--- config.mk ---
export PLATFORM = sky130hd
export DESIGN_NAME = padlink_rx
export DESIGN_NICKNAME = d
export VERILOG_FILES = /design/src/rtl/padlink_pkg.sv /design/src/rtl/padlink_sym.sv /design/src/rtl/padlink_asm.sv /design/src/rtl/padlink_pad.sv /design/src/rtl/padlink_rx.sv
export SDC_FILE = /design/constraint.sdc
export NUM_CORES = 1
export LEC_CHECK = 0
export ABC_AREA = 1
export BUFFER_PORTS_ARGS = -buffer_cell sky130_fd_sc_hd__buf_2
export CORE_AREA = 2 2 373 375
export CTS_BUF_LIST = sky130_fd_sc_hd__clkbuf_4
export CTS_CLUSTER_SIZE = 28
export DETAILED_ROUTE_END_ITERATION = 12
export DIE_AREA = 0 0 375 377
export PLACE_DENSITY = 0.55
export SETUP_SLACK_MARGIN = 0.3
export SLEW_MARGIN = 15
export SYNTH_ARGS = -nofsm -noshare
export SYNTH_HDL_FRONTEND = slang
export SYNTH_SLANG_ARGS = --single-unit
--- constraint.sdc ---
create_clock -name clk -period 2.8 [get_ports clk]
set_input_delay 0.84 -clock clk [delete_from_list [all_inputs] [get_ports clk]]
set_output_delay 0.84 -clock clk [all_outputs]
set_load 0.01 [all_outputs]
--- src/rtl/padlink_pkg.sv ---
package padlink_pkg;

  typedef enum logic [1:0] {
    SYM_RESET = 2'b00,
    SYM_ONE   = 2'b01,
    SYM_ZERO  = 2'b10,
    SYM_ARM   = 2'b11
  } sym_e;

  // player-count request field to number of active controllers
  function automatic logic [2:0] players_from_req(input logic [1:0] req);
    case (req)
      2'd1:    return 3'd2;
      2'd3:    return 3'd4;
      default: return 3'd1;
    endcase
  endfunction

  // register read value: keys and player index are active low
  function automatic logic [7:0] pad_read_value(input logic [1:0] sel,
                                                input logic [7:0] keys,
                                                input logic [3:0] pid_nib,
                                                input logic       show_pid);
    logic [3:0] act;
    act = 4'h0;
    if (!sel[1]) act = act | keys[7:4];
    if (!sel[0]) act = act | keys[3:0];
    if (show_pid) act = act | pid_nib;
    return {2'b11, sel, ~act};
  endfunction

endpackage

--- src/rtl/padlink_sym.sv ---
module padlink_sym
  import padlink_pkg::*;
#(
  parameter int PKT_BYTES = 16
) (
  input  logic                   clk,
  input  logic                   rst_n,
  input  logic                   en,
  input  logic                   wr_en,
  input  logic [1:0]             wr_sel,
  output logic [1:0]             sel_q,
  output logic [PKT_BYTES*8-1:0] pkt_buf,
  output logic                   pkt_done
);
  localparam int PKT_BITS = PKT_BYTES * 8;
  localparam int IDX_W    = $clog2(PKT_BITS);
  localparam int PTR_W    = $clog2(PKT_BITS + 2) + 1;
  localparam logic signed [PTR_W-1:0] PTR_END = PTR_W'(PKT_BITS);

  logic signed [PTR_W-1:0] ptr_q;
  logic                    armed_q;
  logic [IDX_W-1:0]        bit_idx;

  // decoded symbol events, named for the assertions
  logic act, sym_reset, sym_arm, sym_zero, sym_one, sym_stop;
  assign act       = wr_en && en;
  assign sym_reset = act && (wr_sel == SYM_RESET);
  assign sym_arm   = act && (wr_sel == SYM_ARM) && !armed_q;
  assign sym_zero  = act && (wr_sel == SYM_ZERO) && armed_q && (ptr_q < PTR_END);
  assign sym_one   = act && (wr_sel == SYM_ONE)  && armed_q && (ptr_q < PTR_END);
  assign sym_stop  = act && (wr_sel == SYM_ZERO) && armed_q && (ptr_q == PTR_END);
  assign bit_idx   = ptr_q[IDX_W-1:0];

  always_ff @(posedge clk or negedge rst_n) begin
    if (!rst_n) begin
      sel_q    <= 2'b00;
      ptr_q    <= '1;
      armed_q  <= 1'b0;
      pkt_buf  <= '0;
      pkt_done <= 1'b0;
    end else begin
      pkt_done <= sym_stop;
      if (wr_en) sel_q <= wr_sel;
      if (sym_reset) begin
        ptr_q   <= '1;
        armed_q <= 1'b0;
        pkt_buf <= '0;
      end else if (sym_arm) begin
        armed_q <= 1'b1;
        ptr_q   <= ptr_q + PTR_W'(1);
      end else if (sym_one) begin
        pkt_buf[bit_idx] <= 1'b1;
        armed_q          <= 1'b0;
      end else if (sym_zero || sym_stop) begin
        armed_q <= 1'b0;
      end
    end
  end


  hold_ptr_chk: assert property (@(posedge clk) disable iff (!rst_n)
    (armed_q && act && wr_sel == 2'b11) |=> $stable(ptr_q));


  stop_origin_chk: assert property (@(posedge clk) disable iff (!rst_n)
    pkt_done |-> ($past(wr_en) && $past(en) && $past(wr_sel) == 2'b10));


  reset_clear_chk: assert property (@(posedge clk) disable iff (!rst_n)
    (act && wr_sel == 2'b00) |=> (pkt_buf == '0));

endmodule

--- src/rtl/padlink_asm.sv ---
module padlink_asm #(
  parameter int PKT_BYTES = 16,
  parameter int CNT_W     = 3
) (
  input  logic                                   clk,
  input  logic                                   rst_n,
  input  logic                                   pkt_done,
  input  logic [PKT_BYTES*8-1:0]                 pkt_buf,
  output logic                                   cmd_valid,
  output logic [4:0]                             cmd_code,
  output logic [CNT_W-1:0]                       cmd_npkt,
  output logic [((1<<CNT_W)-1)*PKT_BYTES*8-1:0]  cmd_data
);
  localparam int PKT_BITS = PKT_BYTES * 8;
  localparam int MAX_PKTS = (1 << CNT_W) - 1;

  logic [CNT_W-1:0] idx_q;
  logic             first_pkt, accept, last_pkt;
  logic [CNT_W-1:0] head_cnt, eff_cnt;

  assign head_cnt  = pkt_buf[CNT_W-1:0];
  assign first_pkt = (idx_q == '0);
  assign eff_cnt   = first_pkt ? head_cnt : cmd_npkt;
  assign accept    = pkt_done && (!first_pkt || head_cnt != '0);
  assign last_pkt  = accept && (({1'b0, idx_q} + (CNT_W+1)'(1)) == {1'b0, eff_cnt});

  always_ff @(posedge clk or negedge rst_n) begin
    if (!rst_n) begin
      idx_q     <= '0;
      cmd_valid <= 1'b0;
      cmd_code  <= '0;
      cmd_npkt  <= '0;
    end else begin
      cmd_valid <= last_pkt;
      if (accept) begin
        if (first_pkt) begin
          cmd_code <= pkt_buf[7:3];
          cmd_npkt <= head_cnt;
        end
        idx_q <= last_pkt ? '0 : idx_q + CNT_W'(1);
      end
    end
  end

  for (genvar g = 0; g < MAX_PKTS; g++) begin : g_slot
    logic [PKT_BITS-1:0] slot_q;
    always_ff @(posedge clk or negedge rst_n) begin
      if (!rst_n) slot_q <= '0;
      else if (accept && idx_q == CNT_W'(g)) slot_q <= pkt_buf;
    end
    assign cmd_data[g*PKT_BITS +: PKT_BITS] = slot_q;
  end


  strobe_one_cycle_chk: assert property (@(posedge clk) disable iff (!rst_n)
    cmd_valid |=> !cmd_valid);


  hold_data_chk: assert property (@(posedge clk) disable iff (!rst_n)
    !pkt_done |=> ($stable(cmd_data) && $stable(cmd_code)));


  empty_drop_chk: assert property (@(posedge clk) disable iff (!rst_n)
    (pkt_done && idx_q == '0 && pkt_buf[CNT_W-1:0] == '0) |=> (!cmd_valid && idx_q == '0));

endmodule

--- src/rtl/padlink_pad.sv ---
module padlink_pad
  import padlink_pkg::*;
#(
  parameter int         NUM_PADS   = 4,
  parameter logic [4:0] MULTI_CODE = 5'h11
) (
  input  logic                  clk,
  input  logic                  rst_n,
  input  logic                  en,
  input  logic                  rd_en,
  input  logic [1:0]            sel,
  input  logic [NUM_PADS*8-1:0] pad_keys,
  input  logic                  cmd_valid,
  input  logic [4:0]            cmd_code,
  input  logic [1:0]            req_bits,
  output logic [7:0]            rd_data
);
  localparam int PID_W = $clog2(NUM_PADS);
  localparam int CPW   = $clog2(NUM_PADS + 1);

  logic [PID_W-1:0] cur_q, cur_adv, cur_view;
  logic [CPW-1:0]   cnt_q;
  logic             cycle_rd;
  logic [7:0]       view_keys;

  assign cycle_rd  = en && (sel == 2'b11);
  assign cur_adv   = (({1'b0, cur_q} + (PID_W+1)'(1)) >= (PID_W+1)'(cnt_q)) ? '0
                                                                             : cur_q + PID_W'(1);
  assign cur_view  = cycle_rd ? cur_adv : cur_q;
  assign view_keys = pad_keys[{cur_view, 3'b000} +: 8];
  assign rd_data   = pad_read_value(sel, view_keys, 4'(cur_view), cycle_rd);

  always_ff @(posedge clk or negedge rst_n) begin
    if (!rst_n) begin
      cur_q <= '0;
      cnt_q <= CPW'(1);
    end else if (cmd_valid && cmd_code == MULTI_CODE) begin
      cnt_q <= CPW'(players_from_req(req_bits));
      cur_q <= '0;
    end else if (rd_en && cycle_rd) begin
      cur_q <= cur_adv;
    end
  end


  cur_in_range_chk: assert property (@(posedge clk) disable iff (!rst_n)
    ({1'b0, cur_q} < (PID_W+1)'(cnt_q)));


  idle_hold_chk: assert property (@(posedge clk) disable iff (!rst_n)
    (!en && !cmd_valid) |=> $stable(cur_q));


  count_legal_chk: assert property (@(posedge clk) disable iff (!rst_n)
    (cnt_q == CPW'(1) || cnt_q == CPW'(2) || cnt_q == CPW'(4)));

endmodule

--- src/rtl/padlink_rx.sv ---
module padlink_rx #(
  parameter int         PKT_BYTES  = 16,
  parameter int         CNT_W      = 3,
  parameter int         NUM_PADS   = 4,
  parameter logic [4:0] MULTI_CODE = 5'h11
) (
  input  logic                                  clk,
  input  logic                                  rst_n,
  input  logic                                  en,
  input  logic                                  wr_en,
  input  logic [7:0]                            wr_data,
  input  logic                                  rd_en,
  output logic [7:0]                            rd_data,
  input  logic [NUM_PADS*8-1:0]                 pad_keys,
  output logic                                  cmd_valid,
  output logic [4:0]                            cmd_code,
  output logic [CNT_W-1:0]                      cmd_npkt,
  output logic [((1<<CNT_W)-1)*PKT_BYTES*8-1:0] cmd_data
);
  logic [1:0]             sel_q;
  logic [PKT_BYTES*8-1:0] pkt_buf;
  logic                   pkt_done;
  logic                   unused_wr;

  assign unused_wr = ^{wr_data[7:6], wr_data[3:0]};

  padlink_sym #(.PKT_BYTES(PKT_BYTES)) u_sym (
    .clk(clk), .rst_n(rst_n), .en(en), .wr_en(wr_en), .wr_sel(wr_data[5:4]),
    .sel_q(sel_q), .pkt_buf(pkt_buf), .pkt_done(pkt_done)
  );

  padlink_asm #(.PKT_BYTES(PKT_BYTES), .CNT_W(CNT_W)) u_asm (
    .clk(clk), .rst_n(rst_n), .pkt_done(pkt_done), .pkt_buf(pkt_buf),
    .cmd_valid(cmd_valid), .cmd_code(cmd_code), .cmd_npkt(cmd_npkt), .cmd_data(cmd_data)
  );

  padlink_pad #(.NUM_PADS(NUM_PADS), .MULTI_CODE(MULTI_CODE)) u_pad (
    .clk(clk), .rst_n(rst_n), .en(en), .rd_en(rd_en), .sel(sel_q),
    .pad_keys(pad_keys), .cmd_valid(cmd_valid), .cmd_code(cmd_code),
    .req_bits(cmd_data[9:8]), .rd_data(rd_data)
  );

endmodule

# Yosys cells after proc, flatten, opt, wreduce, memory -nomap -nowiden
# Index checks and enable logic that the tools add are counted.
dict set report classes {
  n_bitwise 4
  n_eq_ne 16
  n_shift 1
  reduce_logical 37
  magnitude_cmp 4
  n_mul 0
  n_addsub 5
  muxes 21
  div_mod_pow 0
}
# op count
set op_table {}
lappend op_table {{$mux W128} 3}
lappend op_table {{$or A128 B128 Y128} 1}
lappend op_table {{$shiftx A32 B6 Y8} 1}
lappend op_table {{$logic_and A1 B1 Y1} 24}
lappend op_table {{$mux W9} 2}
lappend op_table {{$mux W4} 3}
lappend op_table {{$add A9 B2 Y9 const B} 1}
lappend op_table {{$eq A3 B3 Y1 const B} 3}
lappend op_table {{$eq A9 B9 Y1 const B} 1}
lappend op_table {{$lt A9 B9 Y1 const B} 1}
lappend op_table {{$eq A2 B2 Y1 const B} 4}
lappend op_table {{$lt A7 B8 Y1 const B} 1}
lappend op_table {{$mux W2} 4}
lappend op_table {{$demux W1 S7} 1}
lappend op_table {{$ge A7 B1 Y1 const B} 1}
lappend op_table {{$eq A3 B2 Y1 const B} 2}
lappend op_table {{$mux W3} 2}
lappend op_table {{$pmux W3 S2} 1}
lappend op_table {{$reduce_bool A2 Y1} 3}
lappend op_table {{$eq A5 B5 Y1 const B} 1}
lappend op_table {{$mux W1} 5}
lappend op_table {{$add A3 B1 Y4 const B} 1}
lappend op_table {{$eq A2 B1 Y1 const B} 2}
lappend op_table {{$eq A4 B3 Y1} 1}
lappend op_table {{16 further kinds} 19}
dict set report totals {
  output_inout_bits 913
  latch_bits 0
  ramBits 0
  regBits 1054
  mem_count 0
  inputBits 45
  romBits 0
  word_cells 106
}

# Longest topological paths before layout
dict set report depth {
  depth_word 11
  mapped_depth 15
  depth_no_buf 14
}

# Hierarchy
# From an unflattened synthesis, not the netlist that was laid out.
dict set report unflattened {
  cells_unflattened 4141
  area_unflattened_um2 40365.0
}
# mod area_each_um2 seq_area_each_um2 cells_per_inst n_inst
set modules_own_cells {}
lappend modules_own_cells {padlink_asm 32362.3 22596.7 3097 1}
lappend modules_own_cells {padlink_sym 7131.8 3539.6 901 1}
lappend modules_own_cells {padlink_pad 870.8 126.4 143 1}

# Worst setup path before layout
# OpenSTA, ideal clock, no wires.
dict set report synth_timing {
  kind {reg2out}
  from {register u_pad.cur_q[0]}
  to {output port rd_data[1]}
  required_time_ns 1.960
  arrival_time_ns 2.125
  path_buffers 1
  slack_ns -0.165
  path_stages_with_launch 15
  path_cell_list {dfrtp_1 ha_1 ha_1 nand2_1 inv_1 nand2_1 nand3_1 nand2_1 nand2_1 buf_2 o21bai_1 nand2_1 nand2_1 nand2_1 nor2_1}
}
dict set report synth_between {
  elab_chain_cells 11
  word_cells_on_any_way 12
  classes_between {add/sub: 2; order compare: 1; shift: 1; mux: 5; bitwise: 3}
}
# element line_no
set synth_rtl {}
lappend synth_rtl {{from (decl)} padlink_pad.sv:21} ;# logic [PID_W-1:0] cur_q, cur_adv, cur_view;
lappend synth_rtl {{from (signal assigned)} padlink_pad.sv:41} ;# cur_q <= cur_adv;
lappend synth_rtl {{$add A2 B1 Y3} padlink_pad.sv:27} ;# assign cur_adv = (({1'b0, cur_q} + (PID_W+1)'(1)) >= (PID_W+1)'(cnt_q)) ? '0
lappend synth_rtl {{$ge A3 B3 Y1} padlink_pad.sv:27}
lappend synth_rtl {{$mux W2} padlink_pad.sv:27}
lappend synth_rtl {{$mux W2 *} padlink_pad.sv:29} ;# assign cur_view = cycle_rd ? cur_adv : cur_q;
lappend synth_rtl {{$shiftx A32 B6 Y8} padlink_pad.sv:30} ;# assign view_keys = pad_keys[{cur_view, 3'b000} +: 8];
lappend synth_rtl {{$mux W4} padlink_pkg.sv:26} ;# if (!sel[1]) act = act | keys[7:4];
lappend synth_rtl {{$or A4 B4 Y4} padlink_pkg.sv:27} ;# if (!sel[0]) act = act | keys[3:0];
lappend synth_rtl {{$mux W4} padlink_pkg.sv:27}
lappend synth_rtl {{$or A4 B2 Y4} padlink_pkg.sv:28} ;# if (show_pid) act = act | pid_nib;
lappend synth_rtl {{$mux W4 *} padlink_pkg.sv:28}
lappend synth_rtl {{$not A4 Y4 *} padlink_pkg.sv:29} ;# return {2'b11, sel, ~act};
lappend synth_rtl {{to (decl)} padlink_rx.sv:13} ;# output logic [7:0] rd_data,
# Every way passes the cells marked *; elsewhere a longest branch is shown, timed or not.

# Worst setup path in the final report
dict set report layout_timing {
  from {register u_pad.cur_q[1]}
  to {output port rd_data[1]}
}
# Same word-level chain as after synthesis.

==> impl_metrics.yaml <==
timing:
  rsz0062_at_grt: "yes"
  layout_min_cycle_time_ps: 3957
  timing.final.max_slew_violations: 0
  finalCritPeriodShare_pct: 141.3
  max_slew.worst_pin.slew_ps: 838.3
  setup_viol: 4
  slew_headroom_pct: 44.12
  fin_skew_ps: 88.15
  postLayoutSetupSlackWorst_ps: -1157
  timing_hold_violations_final: 0
  achievable-frequency_mhz: 252.7
synthesis:
  ys.warnings.count: 0
  yosys_register_bits: 1049
  average_instance_area_after_synthesis_um2: 10.20
  post_synth_instance_area_um2: 38240
  synth_sequential_area_ratio_pct: 68.68
  synthDistinctLibCells: 31
  synth_cells: 3748
global_route:
  first_global_vias: 31650
  globalRouteMet3Util_pct: 6.363
  use_met2_pct: 31.03
  antenna_violations_before_repair: 10
  gr-total-overflow: 0
  global_route_layer_with_the_greatest_usage: "met2"
  grt_first_pass_wirelength_um: 210400
  overall_routing_resource_usage_pct: 19.92
  maximum_number_of_pins_on_one_net_before_global_route_repair: 135
  use_met1_pct: 25.95
critical_path:
  criticalPathCategory: "flop to primary output"
  reg2regPathDepth: 11
  data_required_time_at_the_worst_endpoint_ps: 1960
  max_stage_delay_ps: 410
  critical_path_launch_point_type: "flop"
  worstSetupEndpointType: "primary output"
  cp_common_cell: "nand2_1"
  cp_cell_sequence: "ha_4 -> ha_4 -> nand2_2 -> inv_2 -> nand2_4 -> buf_4 -> nand4_1 -> nand3_1 -> nand3_1 -> nand2_1 -> nand2_1 -> nand2_1 -> nor2_2 -> buf_2"
  r2r_start: "u_asm.idx_q[0]$_DFFE_PN0P_"
  critical_path.slowest_cell: "dfrtp_1"
  cp_max_fo: 4
  setup.worst_path.start: "u_pad.cur_q[1]$_DFFE_PN0P_"
  cp.arrival_ps: 3120
power_and_ir_drop:
  power.ir.vdd_worst_mv: 0.3444
  clock_power_share_pct: 42.9
  leakage_uw: 0.02780
  total_power_uw: 32290
  powerDensity_nw_per_um2: 592.0
  power.switching_fraction_pct: 26.90
  power.share.sequential_pct: 48.4
  p_comb_share_pct: 8.7
  netSwitchingPower_uw: 8685
  internal-power_uw: 23600
clock_tree:
  clock_tree.htree_level_count: 5
  cts.path.max_buffers: 4
  cts_num_sinks: 1049
  clk_lat_worst_skew_ps: 1220
  path_clk_slew_ps: 60
  cts_tree: "built"
  tritoncts.num_buffers: 307
  root_buffer: "clkbuf_4"
placement:
  dpl.cell_count: 6380
  dp_hpwl_um: 96180
  finalWeightedCongestion: 0.8411
  io_buffers: 949
cells_and_area:
  finish.net_count: 5281
  final_common_cell: "nand2_1"
  instances_no_fill: 7216
  final_core_area_utilization_pct: 39.81
  area_growth_pct: 42.61
  layout_common_cells: "1096 x nand2_1, 1034 x dfrtp_1, 911 x o21ai_0"
  drive_above_1_share_pct: 35.25
drt:
  drt_wl_total_um: 145800
  post_route_drc: 0
  dr_total_vias: 32780
  length_of_the_first_detailed_routing_pass_in_iterations: 6
  route.detailed.wl_per_inst_um: 20.21
  ant_nets: 0
  first_iter_violations: 2219
  avgViaCountPerCell: 4.543
worst_hold_path:
  worstHoldPathType: "primary input to flop"
  worstHoldStart: "rd_en"
  hold-path-cell-count: 4
floorplan:
  die_area_um2: 141400
  floorplan.die.width_um: 375
  die-height_um: 377
  initial_core_util_pct: 27.92
  core_area_um2: 137000
  design.portCount: 958
  rows: 136
outcome:
  status: "finished, violations left"
  violated_checks: "setup timing"
job:
  count_of_maximum_capacitance_violations: 0
-- per-layer routing --
metal	vias to the layer above	share of wire (%)
met4	4	3.1
li1	15310	-
met2	1245	46
met5	-	0.012
met1	15960	43
met3	263	7.7
-- state kept, by name, summed over array words and instances (netlist names) --
| name | flops |
|---|---|
| u_sym.sel_q | 2 |
| u_asm.cmd_npkt | 3 |
| u_sym.pkt_done | 1 |
| u_asm.idx_q | 3 |
| u_sym.pkt_buf | 128 |
| u_asm.cmd_code | 4 |
| u_asm.cmd_valid | 1 |
| u_sym.ptr_q | 9 |
| u_asm.g_slot.slot_q | 892 |
| u_pad.cur_q | 2 |
| u_sym.armed_q | 1 |
| u_pad.cnt_q | 3 |
-- critical path: cells and delay by family, from the launching register on --
| family | cells | cell delay, ps |
|---|---|---|
| fa+ha+maj | 2 | 520 |
| buf+inv | 3 | 320 |
| flops | 1 | 410 |
| simple gates | 9 | 670 |
-- per-stage QoR --
| step | setup WS (ps) | instance area [um2] | TNS, ps | hold WS, ps |
|---|---|---|---|---|
| global placement | -186.9 | 45880 | -636.1 | 460.1 |
| global route | -1453 | 54510 | -6090 | 72.38 |
| detailed placement | -177.9 | 45880 | -546.3 | 465.0 |
| finish | -1157 | 54530 | -4538 | 220.3 |
| CTS | -1366 | 52420 | -5824 | 4.560 |
| floorplan | 64.58 | 38340 | 0 | 483.7 |
-- timing repair --
action / 4_1_cts / 5_1_grt
endpoints found under the setup margin: 1077 / 1479
resized for setup: 457 / 163
pin swaps: 20 / 14
gates cloned: 0 / 0
setup buffers: 145 / 178
endpoints found under the hold margin: 665 / 0
hold buffers: 7 / 0
-- kinds of logic (layout without fill, tap and decap cells) --
kind of cell | after synthesis | after routing | synth area share, %
other | 1 | 17 | 0.009807
and+or+nand+nor | 1220 | 1220 | 12.51
DFF | 1049 | 1049 | 68.68
buffers and inverters | 410 | 2068 | 4.555
adders and majority gates | 11 | 11 | 0.3599
xor gates and xnor gates | 3 | 3 | 0.06873
AOI/OAI and AO/OA | 1054 | 1054 | 13.82
-- Yosys cell counts (all sizes together) --
cell | instances | area share [%]
inv | 181 | 1.8
o21a | 1 | 0.020
nor2 | 43 | 0.59
buf | 139 | 1.9
o21ai | 911 | 12
o21bai | 1 | 0.020
dfrtp | 1039 | 68
nand3 | 43 | 0.56
dfstp | 10 | 0.69
nand3b | 10 | 0.20
nand2 | 1108 | 11
a31oi | 1 | 0.016
conb | 1 | 0.0098
o22ai | 1 | 0.016
ha | 11 | 0.36
xor2 | 2 | 0.046
or2 | 1 | 0.016
clkbuf | 90 | 0.88
xnor2 | 1 | 0.023
o211ai | 1 | 0.020
a21oi | 138 | 1.8
nor3 | 8 | 0.13
nand4 | 7 | 0.11
-- worst paths after layout --
check	end	slack, ps
worst max register to register	u_asm.g_slot[2].slot_q[53]$_DFFE_PN0P_	460
min in group asynchronous	u_asm.g_slot[1].slot_q[53]$_DFFE_PN0P_	710
max in group asynchronous	u_asm.g_slot[1].slot_q[94]$_DFFE_PN0P_	880
worst min-delay path	u_pad.cur_q[1]$_DFFE_PN0P_	220
worst min register to register	u_asm.g_slot[3].slot_q[44]$_DFFE_PN0P_	480
worst max-delay path	rd_data[1]	-1160
-- power by group through the flow --
stage / registers, uW / clock network [uW] / logic, uW
6_report: 15600 / 13900 / 2810
5_1_grt: 15600 / 15200 / 3150
4_1_cts: 15600 / 14300 / 2820
3_5_place_dp: 15900 / 0 / 2760
3_3_place_gp: 15900 / 0 / 2740
2_1_floorplan: 15900 / 0 / 1270
-- area by class of cell --
| cell class | count | area, um2 |
|---|---|---|
| Antenna cell | 15 | 37.54 |
| Clock buffer | 446 | 3348 |
| Clock inverter | 45 | 229.0 |
| Fill cell | 13640 | 82450 |
| Inverter | 181 | 686.9 |
| Multi-Input combinational cell | 2290 | 10470 |
| Sequential cell | 1049 | 26270 |
| Tap cell | 1794 | 2245 |
| Timing Repair Buffer | 1396 | 11250 |
No activity file was read; power rests on OpenSTA's default activity.
